### config.mk
export PLATFORM = sky130hd
export DESIGN_NAME = lcdc_regs
export DESIGN_NICKNAME = d
export VERILOG_FILES = /design/src/rtl/lcdc_pkg.sv /design/src/rtl/lcdc_addr_dec.sv /design/src/rtl/lcdc_flags.sv /design/src/rtl/lcdc_regfile.sv /design/src/rtl/lcdc_regs.sv
export SDC_FILE = /design/constraint.sdc
export NUM_CORES = 1
export LEC_CHECK = 0
export BUFFER_PORTS_ARGS = -buffer_cell sky130_fd_sc_hd__buf_2
export CELL_PAD_IN_SITES_DETAIL_PLACEMENT = 1
export CELL_PAD_IN_SITES_GLOBAL_PLACEMENT = 1
export CORE_MARGIN = 2
export CORE_UTILIZATION = 35
export CTS_CLUSTER_SIZE = 10
export DETAILED_ROUTE_END_ITERATION = 8
export PLACE_DENSITY = 0.7
export RECOVER_POWER = 25
export SYNTH_ARGS = -nofsm -noshare
export SYNTH_HDL_FRONTEND = slang
export SYNTH_SLANG_ARGS = --single-unit
### constraint.sdc
create_clock -name clk -period 3.2 [get_ports clk]
set_clock_uncertainty 0.2 [all_clocks]
set_input_delay 0.48 -clock clk [delete_from_list [all_inputs] [get_ports clk]]
set_output_delay 0.48 -clock clk [all_outputs]
set_load 0.02 [all_outputs]
### src/rtl/lcdc_pkg.sv
`timescale 1ns/1ps
package lcdc_pkg;
  localparam int DW   = 32;
  localparam int NREG = 6;
  localparam int NF   = 3;

  typedef enum logic [2:0] {
    RI_CTRL = 3'd0, RI_TIM0 = 3'd1, RI_TIM1 = 3'd2,
    RI_TIM2 = 3'd3, RI_STAT = 3'd4, RI_SUBP = 3'd5
  } reg_idx_e;

  // control bit positions
  localparam int CB_EN     = 0;
  localparam int CB_MONO   = 1;
  localparam int CB_IMASK  = 3;
  localparam int CB_TFT    = 7;
  localparam int CB_MODE   = 20;
  localparam int CB_TFT_RB = 23;

  // status bit positions
  localparam int SB_FRAME = 0;
  localparam int SB_SYNC  = 2;
  localparam int SB_PAL   = 6;

  // flag indices
  localparam int FL_FRAME = 0;
  localparam int FL_PAL   = 1;
  localparam int FL_SYNC  = 2;

  localparam logic [DW-1:0] CTRL_KEEP = 32'h01cf_f300;
  localparam logic [DW-1:0] CTRL_ONES = 32'hfe00_0c34;
  localparam logic [DW-1:0] TIM0_ONES = 32'h0000_000f;
  localparam logic [DW-1:0] TIM2_ONES = 32'hfc00_0000;
  localparam logic [DW-1:0] SUBP_MASK = 32'ha1ff_ffff;
  localparam logic [1:0]    MODE_NO_FRAME = 2'd1;

  typedef struct packed {
    logic [1:0] load_mode;
    logic       tft;
    logic [1:0] imask;
    logic       mono;
    logic       enable;
  } ctrl_t;
endpackage

### src/rtl/lcdc_addr_dec.sv
`timescale 1ns/1ps
module lcdc_addr_dec
  import lcdc_pkg::*;
#(
  parameter int ADDR_W = 8
) (
  input  logic [ADDR_W-1:0] addr,
  input  logic              access,
  output logic [NREG-1:0]   sel,
  output logic              bad
);
  for (genvar g = 0; g < NREG; g++) begin : g_sel
    assign sel[g] = (addr == ADDR_W'(g * 4));
  end
  assign bad = access && (sel == '0);
endmodule

### src/rtl/lcdc_flags.sv
`timescale 1ns/1ps
module lcdc_flags
  import lcdc_pkg::*;
(
  input  logic          clk,
  input  logic          rst_n,
  input  logic          set_frame,
  input  logic          set_pal,
  input  logic          set_sync,
  input  logic          ena_evt,
  input  logic          dis_evt,
  input  logic          dis_mark_frame,
  input  logic [1:0]    imask,
  output logic [NF-1:0] flag_q,
  output logic [DW-1:0] stat_word,
  output logic          irq
);
  logic [NF-1:0] set_v, clr_v, frc_v;

  assign set_v[FL_FRAME] = set_frame;
  assign set_v[FL_PAL]   = set_pal;
  assign set_v[FL_SYNC]  = set_sync;
  assign clr_v[FL_FRAME] = ena_evt;
  assign clr_v[FL_PAL]   = ena_evt;
  assign clr_v[FL_SYNC]  = dis_evt;
  assign frc_v[FL_FRAME] = dis_mark_frame;
  assign frc_v[FL_PAL]   = 1'b0;
  assign frc_v[FL_SYNC]  = 1'b0;

  for (genvar g = 0; g < NF; g++) begin : g_flag
    always_ff @(posedge clk) begin
      if (!rst_n)        flag_q[g] <= 1'b0;
      else if (frc_v[g]) flag_q[g] <= 1'b1;
      else if (clr_v[g]) flag_q[g] <= 1'b0;
      else if (set_v[g]) flag_q[g] <= 1'b1;
    end
  end

  always_comb begin
    stat_word           = '0;
    stat_word[SB_FRAME] = flag_q[FL_FRAME];
    stat_word[SB_SYNC]  = flag_q[FL_SYNC];
    stat_word[SB_PAL]   = flag_q[FL_PAL];
  end

  always_ff @(posedge clk) begin
    if (!rst_n) irq <= 1'b0;
    else irq <= (flag_q[FL_FRAME] & imask[0]) |
                (flag_q[FL_PAL]   & imask[1]) |
                 flag_q[FL_SYNC];
  end
endmodule

### src/rtl/lcdc_regfile.sv
`timescale 1ns/1ps
module lcdc_regfile
  import lcdc_pkg::*;
#(
  parameter int FIELD_W = 10
) (
  input  logic             clk,
  input  logic             rst_n,
  input  logic             wr_en,
  input  logic             rd_en,
  input  logic [NREG-1:0]  sel,
  input  logic [DW-1:0]    wdata,
  input  logic [DW-1:0]    stat_word,
  output logic [DW-1:0]    rdata,
  output ctrl_t            ctrl,
  output logic [FIELD_W:0] width,
  output logic [FIELD_W:0] height,
  output logic [DW-1:0]    subpanel,
  output logic             ena_evt,
  output logic             dis_evt,
  output logic             dis_mark_frame,
  output logic             en_change
);
  localparam int HI_W = DW - FIELD_W;
  localparam logic [FIELD_W:0] ONE = (FIELD_W+1)'(1);

  logic [DW-1:0]    keep_q, tim2_q;
  logic [HI_W-1:0]  tim0_hi_q, tim1_hi_q;
  logic [FIELD_W:0] w_m1, h_m1;
  logic [DW-1:0]    rd_ctrl, rd_mux;
  logic             wr_ctrl;

  assign wr_ctrl        = wr_en & sel[RI_CTRL];
  assign ena_evt        = wr_ctrl &  wdata[CB_EN] & ~ctrl.enable;
  assign dis_evt        = wr_ctrl & ~wdata[CB_EN] &  ctrl.enable;
  assign dis_mark_frame = dis_evt && (wdata[CB_MODE +: 2] != MODE_NO_FRAME);

  always_ff @(posedge clk) begin
    if (!rst_n) begin
      ctrl      <= '0;
      keep_q    <= '0;
      tim0_hi_q <= '0;
      tim1_hi_q <= '0;
      width     <= '0;
      height    <= '0;
      tim2_q    <= '0;
      subpanel  <= '0;
      en_change <= 1'b0;
    end else begin
      en_change <= ena_evt | dis_evt;
      if (wr_ctrl) begin
        ctrl.load_mode <= wdata[CB_MODE +: 2];
        ctrl.tft       <= wdata[CB_TFT];
        ctrl.imask     <= wdata[CB_IMASK +: 2];
        ctrl.mono      <= wdata[CB_MONO];
        ctrl.enable    <= wdata[CB_EN];
        keep_q         <= wdata & CTRL_KEEP;
      end
      if (wr_en && sel[RI_TIM0]) begin
        tim0_hi_q <= wdata[DW-1:FIELD_W];
        width     <= {1'b0, wdata[FIELD_W-1:0]} + ONE;
      end
      if (wr_en && sel[RI_TIM1]) begin
        tim1_hi_q <= wdata[DW-1:FIELD_W];
        height    <= {1'b0, wdata[FIELD_W-1:0]} + ONE;
      end
      if (wr_en && sel[RI_TIM2]) tim2_q   <= wdata;
      if (wr_en && sel[RI_SUBP]) subpanel <= wdata & SUBP_MASK;
    end
  end

  assign w_m1 = width - ONE;
  assign h_m1 = height - ONE;

  always_comb begin
    rd_ctrl = CTRL_ONES | keep_q;
    rd_ctrl[CB_EN]         = rd_ctrl[CB_EN]   | ctrl.enable;
    rd_ctrl[CB_MONO]       = rd_ctrl[CB_MONO] | ctrl.mono;
    rd_ctrl[CB_IMASK +: 2] = rd_ctrl[CB_IMASK +: 2] | ctrl.imask;
    rd_ctrl[CB_TFT]        = rd_ctrl[CB_TFT]  | ctrl.tft;
    rd_ctrl[CB_MODE +: 2]  = rd_ctrl[CB_MODE +: 2] | ctrl.load_mode;
    rd_ctrl[CB_TFT_RB]     = rd_ctrl[CB_TFT_RB] | ctrl.tft;
  end

  always_comb begin
    rd_mux = '0;
    if (sel[RI_CTRL]) rd_mux = rd_ctrl;
    if (sel[RI_TIM0]) rd_mux = {tim0_hi_q, w_m1[FIELD_W-1:0]} | TIM0_ONES;
    if (sel[RI_TIM1]) rd_mux = {tim1_hi_q, h_m1[FIELD_W-1:0]};
    if (sel[RI_TIM2]) rd_mux = tim2_q | TIM2_ONES;
    if (sel[RI_STAT]) rd_mux = stat_word;
    if (sel[RI_SUBP]) rd_mux = subpanel;
  end

  assign rdata = rd_en ? rd_mux : '0;
endmodule

### src/rtl/lcdc_regs.sv
`timescale 1ns/1ps
module lcdc_regs
  import lcdc_pkg::*;
#(
  parameter int ADDR_W  = 8,
  parameter int FIELD_W = 10
) (
  input  logic              clk,
  input  logic              rst_n,
  input  logic              wr_en,
  input  logic              rd_en,
  input  logic [ADDR_W-1:0] addr,
  input  logic [DW-1:0]     wdata,
  output logic [DW-1:0]     rdata,
  output logic              addr_err,
  output logic              irq,
  output logic [1:0]        load_mode,
  output logic              tft,
  output logic              mono,
  output logic              enable,
  output logic [FIELD_W:0]  width,
  output logic [FIELD_W:0]  height,
  output logic [DW-1:0]     subpanel,
  output logic              en_change,
  input  logic              set_frame_done,
  input  logic              set_palette_done,
  input  logic              set_sync_err
);
  logic [NREG-1:0] sel;
  logic            bad;
  logic [DW-1:0]   stat_word;
  logic [NF-1:0]   flag_q;
  logic            ena_evt, dis_evt, dis_mark_frame;
  logic            flag_frame, flag_pal, flag_sync;
  logic [1:0]      imask;
  ctrl_t           ctrl_s;

  lcdc_addr_dec #(.ADDR_W(ADDR_W)) u_dec (
    .addr(addr), .access(wr_en | rd_en), .sel(sel), .bad(bad)
  );

  lcdc_regfile #(.FIELD_W(FIELD_W)) u_rf (
    .clk(clk), .rst_n(rst_n), .wr_en(wr_en), .rd_en(rd_en), .sel(sel),
    .wdata(wdata), .stat_word(stat_word), .rdata(rdata), .ctrl(ctrl_s),
    .width(width), .height(height), .subpanel(subpanel),
    .ena_evt(ena_evt), .dis_evt(dis_evt), .dis_mark_frame(dis_mark_frame),
    .en_change(en_change)
  );

  lcdc_flags u_fl (
    .clk(clk), .rst_n(rst_n),
    .set_frame(set_frame_done), .set_pal(set_palette_done),
    .set_sync(set_sync_err), .ena_evt(ena_evt), .dis_evt(dis_evt),
    .dis_mark_frame(dis_mark_frame), .imask(ctrl_s.imask),
    .flag_q(flag_q), .stat_word(stat_word), .irq(irq)
  );

  always_ff @(posedge clk) begin
    if (!rst_n) addr_err <= 1'b0;
    else        addr_err <= bad;
  end

  assign load_mode  = ctrl_s.load_mode;
  assign tft        = ctrl_s.tft;
  assign mono       = ctrl_s.mono;
  assign enable     = ctrl_s.enable;
  assign imask      = ctrl_s.imask;
  assign flag_frame = flag_q[FL_FRAME];
  assign flag_pal   = flag_q[FL_PAL];
  assign flag_sync  = flag_q[FL_SYNC];
endmodule

* Word level (Yosys, flattened, before mapping)
Index checks and enable logic that the tools add are counted.
** Storage, ports and cells
- Register bits after elaboration :: 145
- Bits in latches :: 0
- RAM bits :: 0
- Bits in read-only memories :: 0
- Input bits :: 47
- Output and inout bits :: 94
- Word-level logic and storage cells :: 63
- Memories kept :: 0
** Operators by class
- $add $sub $neg :: 3
- Multiply operators :: 0
- Div/mod/pow operators :: 0
- Magnitude comparators :: 0
- Equality and inequality tests :: 6
- Shift operators :: 0
- Mux-type cells :: 10
- Bitwise operators :: 15
- Reductions and logical operators :: 11
** Operator list (number)
- $mux 32 :: 7
- $sub 10x1->10 const B :: 2
- $eq 8x4->1 const B :: 2
- $eq 8x5->1 const B :: 2
- $add 10x1->11 const B :: 1
- $eq 8x3->1 const B :: 1
- $logic_not 8->1 :: 1
- $and 1x1->1 :: 7
- $logic_and 1x1->1 :: 6
- $logic_not 6->1 :: 1
- $or 1x1->1 :: 5
- $reduce_or 2->1 :: 2
- $mux 1 :: 3
- $not 1->1 :: 3
- $reduce_bool 3->1 :: 1
- $ne 2x1->1 const B :: 1

* Logic depth before layout (Yosys ltp)
- Depth after elaboration :: 8
- Depth in mapped cells :: 7
- Depth with buffers taken out :: 7

* Cells and area by module
Synthesis repeated with hierarchy kept, for this count alone.
** Unflattened totals
- Cell total of the unflattened synthesis :: 1028
- Area total of the unflattened synthesis :: 7408.4 µm²
** Modules (own cells, without submodules)
- lcdc_regfile :: times used 1, cells each 967, area an instance 6877.8 µm², seq. area each 2802.7 µm²
- lcdc_flags :: times used 1, cells each 45, area an instance 379.1 µm², seq. area each 80.1 µm²
- lcdc_addr_dec :: times used 1, cells each 13, area an instance 118.9 µm², seq. area each 0.0 µm²
- lcdc_regs :: times used 1, cells each 3, area an instance 32.5 µm², seq. area each 20.0 µm²

* Worst setup path after synthesis
No wires, ideal clock.
- Path type :: input to output
- From :: input addr[5]
- To :: output rdata[10]
- Arrival time :: 2179 ps
- Setup slack :: 341 ps
- Stages :: 6
- Buffers on the path :: 1
- Cells stage by stage :: or4_4 nor3_4 and2_1 buf_4 o221ai_1 o21ai_0
** Between the ends
- Word-level cells in the longest chain between the ends :: 8
** Ends and longest elaborated chain
- start, declared :: RTL line lcdc_regs.sv:12 : input logic [ADDR_W-1:0] addr,
- $logic_not 8->1 :: RTL line lcdc_addr_dec.sv:13 : assign sel[g] = (addr == ADDR_W'(g * 4));
- $mux 32 :: RTL line lcdc_regfile.sv:87 : if (sel[RI_CTRL]) rd_mux = rd_ctrl;
- $mux 32 :: RTL line lcdc_regfile.sv:88 : if (sel[RI_TIM0]) rd_mux = {tim0_hi_q, w_m1[FIELD_W-1:0]} | TIM0_ONES;
- $mux 32 :: RTL line lcdc_regfile.sv:89 : if (sel[RI_TIM1]) rd_mux = {tim1_hi_q, h_m1[FIELD_W-1:0]};
- $mux 32 :: RTL line lcdc_regfile.sv:90 : if (sel[RI_TIM2]) rd_mux = tim2_q | TIM2_ONES;
- $mux 32 :: RTL line lcdc_regfile.sv:91 : if (sel[RI_STAT]) rd_mux = stat_word;
- $mux 32 * :: RTL line lcdc_regfile.sv:92 : if (sel[RI_SUBP]) rd_mux = subpanel;
- $mux 32 * :: RTL line lcdc_regfile.sv:95 : assign rdata = rd_en ? rd_mux : '0;
- end, declared :: RTL line lcdc_regs.sv:14 : output logic [DW-1:0] rdata,
Mark *: on every way between the ends. The rest lies on a longest branch, timed or not.

* Worst setup path in the final report
- From :: register u_rf.width[3]
- To :: output rdata[7]
** Between the ends
- Word-level cells in the longest chain between the ends :: 7
** Ends and longest elaborated chain
- start, declared :: RTL line lcdc_regfile.sv:16 : output logic [FIELD_W:0] width,
- start signal, assigned :: RTL line lcdc_regfile.sv:61 : width <= {1'b0, wdata[FIELD_W-1:0]} + ONE;
- $sub 10x1->10 :: RTL line lcdc_regfile.sv:72 : assign w_m1 = width - ONE;
- $mux 32 :: RTL line lcdc_regfile.sv:88
- $mux 32 :: RTL line lcdc_regfile.sv:89
- $mux 32 :: RTL line lcdc_regfile.sv:90
- $mux 32 :: RTL line lcdc_regfile.sv:91
- $mux 32 :: RTL line lcdc_regfile.sv:92
- $mux 32 :: RTL line lcdc_regfile.sv:95
Every way passes these cells.

==> impl_metrics.toml <==
[setup_path]
path_class = "reg -> out"
timing.critical_path.cells = "or4_4 -> or4_4 -> a21oi_2 -> o31ai_1 -> a32o_1 -> buf_2"
crit_family = "simple AND/OR/NAND/NOR gates"
cpPeakStageDelay_ns = 0.59
crit_top_cell = "or4_4"
worstPathArrival_ns = 2.45
critPathMaxFanout = 6
worst_setup_path_start_kind = "flop"
worst_ep_required_time_ns = 2.52
cpMaxStageDelayCell = "or4_4"
path_buf_inv = 1
cp-end-kind = "output pin"

[placed_design]
gp_congestion = 0.806
portBuffers = 135
dpl_cell_area_mm2 = 0.00758
dp_hpwl_um = 16500

[timing]
rsz0062_at_grt = "true"
hold_viol = 0
setup-violations-final = 0
relSlewSlack_pct = 53.0
tightest_slew_ns = 0.705
fin_crit_sh_pct = 98.0
fmax_ghz = 0.319
slew_viol_final = 0
min_period_ns = 3.13

[clock_tree]
clk_pin_slew_ns = 0.06
clock-sinks = 145
cts_tree = "done"
cts-buffers-inserted = 17
clock_latency_ns = 0.43
cts_max_level = 4
cts_buffer_depth = 2
clk_root_buffer_cell = "clkbuf_16"

[grt]
grt_max_degree = 65
antenna_found_initial = 0
grt_pass1_vias = 6842
grt.overflow.total = 0
track_usage_pct = 24.8
grt_pass1_wl_um = 38100

[yosys]
synthArstFlopShare_pct = 0
synth-seq-cells = 145
synth_cells = 871
synth_edf_count = 0
ys.flop_type = "dfxtp_1"
avgSynthCellArea_um2 = 7.51
netlist_area_mm2 = 0.00654
synth_seq_area_share_pct = 44.4
ys_types = 56
ys_warn_count = 0

[die]
die_area_mm2 = 0.0198
num_io_pins = 141
num_rows = 50
core_area_mm2 = 0.0185
die_y_um = 141
start_util_pct = 35.3
die_w_um = 141

[power]
peakVddDrop_uv = 410
p_leak_nw = 3.05
p_per_area_mw_per_mm2 = 513

[finish]
syn_to_final_growth_pct = 25.4
final_nets = 1051
finalInstanceArea_mm2 = 0.00820
n_antenna_cell = 0
fin_util_pct = 44.3
final_layout_size_suffix_gt1_share_pct = 19.4

[drt]
wl_per_cell_um = 19.2
route.antenna.remaining_nets = 0
vias = 6684
drt-total-wl_um = 24000
drt-pass1-iter-count = 4
drt_iter0_drc = 332
drcViolationCount = 0
vias_per_cell = 5.35

[min_path]
hp-class = "in -> reg"

[flow_run]
max_cap_viol_count = 0

[run_status]
outcome = "completed"
-- cells in the final DEF, fill, tap and decap left out, types with 5 or more instances in the layout --
master	n
nand2_1	275
dfxtp_1	144
a21oi_1	128
buf_2	94
nor2_1	52
clkbuf_1	42
buf_4	39
o21ai_0	22
clkbuf_16	17
o221ai_1	15
a211oi_1	15
mux2_2	13
nand3_1	11
o21ai_1	10
xnor2_1	10
o22ai_1	9
nor3_1	8
xor2_1	8
inv_1	7
nand4_1	6
conb_1	5
clkinvlp_4	5
-- worst paths after layout --
kind              slack, ns                 end               start  depth (start not counted)
hold reg to reg        0.25  u_rf.tim1_hi_q[13]  u_rf.tim1_hi_q[13]                          2
hold / removal          0.1  u_rf.tim1_hi_q[18]           wdata[28]                          3
setup reg to reg       1.92      u_fl.flag_q[0]        u_rf.ctrl[0]                          2
setup / recovery       0.07            rdata[7]       u_rf.width[3]                          6
-- Yosys cell counts (3+ instances only) --
cell type / instances / area [µm²]
a211oi_1: 15 / 113
a21oi_1: 128 / 641
a22o_1: 3 / 26.3
and3_1: 3 / 18.8
buf_1: 4 / 15.0
buf_2: 9 / 45.0
buf_4: 10 / 75.1
clkbuf_1: 45 / 169
dfxtp_1: 145 / 2900
inv_1: 7 / 26.3
mux2_2: 13 / 146
mux2i_1: 4 / 40.0
nand2_1: 275 / 1030
nand2b_1: 3 / 18.8
nand3_1: 11 / 55.1
nand4_1: 6 / 37.5
nor2_1: 55 / 206
nor3_1: 10 / 50.1
o21ai_0: 22 / 110
o21ai_1: 10 / 50.1
o221ai_1: 15 / 131
o22ai_1: 9 / 56.3
o31ai_1: 3 / 22.5
or3_1: 3 / 18.8
or4_1: 4 / 30.0
xnor2_1: 10 / 87.6
xor2_1: 8 / 70.1
-- stage by stage --
stage	power, mW	worst slack, ns	setup TNS, ns	instances	hold WS, ns
global route	4.34	-0.0135	-0.0135	1249	0.105
CTS	4.25	0.000997	0	1247	0.0853
detailed placement	2.08	0.293	0	1215	0.247
finish	4.20	0.0652	0	1249	0.0990
global placement	2.08	0.325	0	1215	0.240
floorplan	1.97	0.341	0	875	0.231
-- flip-flops by register name (all words and copies together) (netlist names), 3 cells and up --
register / count
u_rf.tim0_hi_q: 22
u_rf.tim2_q: 26
u_rf.subpanel: 27
u_fl.flag_q: 3
u_rf.keep_q: 13
u_rf.tim1_hi_q: 22
u_rf.height: 11
u_rf.width: 11
u_rf.ctrl: 7
-- layer usage --
| layer | wire, µm | global-route usage, % | up-vias |
|---|---|---|---|
| li1 | - | - | 3225 |
| met1 | 10800 | 32.2 | 3243 |
| met2 | 11500 | 40.8 | 182 |
| met3 | 1250 | 5.23 | 34 |
| met4 | 473 | 9.42 | 0 |
| met5 | 0 | 0 | - |
-- logic make-up (layout without fill, tap and decap cells) --
family	Yosys count	after routing	share of synthesized area, %
compound gates	223	223	19.9
xor+xnor	18	18	2.41
fa+ha+maj	2	2	0.382
buf+inv	78	218	5.45
flops	145	145	44.4
mux	17	17	2.85
other cells	1	5	0.0573
simple gates	387	387	24.6
-- repair_timing --
action | 4_1_cts | 5_1_grt
gates resized for setup | 4 | 2
setup endpoints to repair | 3 | 2
setup buffers | 0 | 2
pin swaps | 0 | 3
hold buffers | 0 | 0
-- worst register-to-register path, cell delays in order (launching register included) --
cell and delay [ns]:
dfxtp_1 0.38, or3_1 0.39, and3_1 0.20
-- final cells by class --
cell class | count | area [µm²]
Clock buffer | 20 | 457
Clock inverter | 12 | 180
Fill cell | 2315 | 10300
Inverter | 8 | 32.5
Multi-Input combinational cell | 652 | 3340
Sequential cell | 145 | 2900
Tap cell | 234 | 293
Timing Repair Buffer | 178 | 997
-- power breakdown --
group          internal (mW)  switching, mW  total, mW  leakage, nW
registers               1.81        0.00507       1.82         1.17
logic                 0.0671          0.161      0.228         1.58
clock network           1.35          0.812       2.16        0.295
Note: power is estimated with default switching activity, not from simulation.
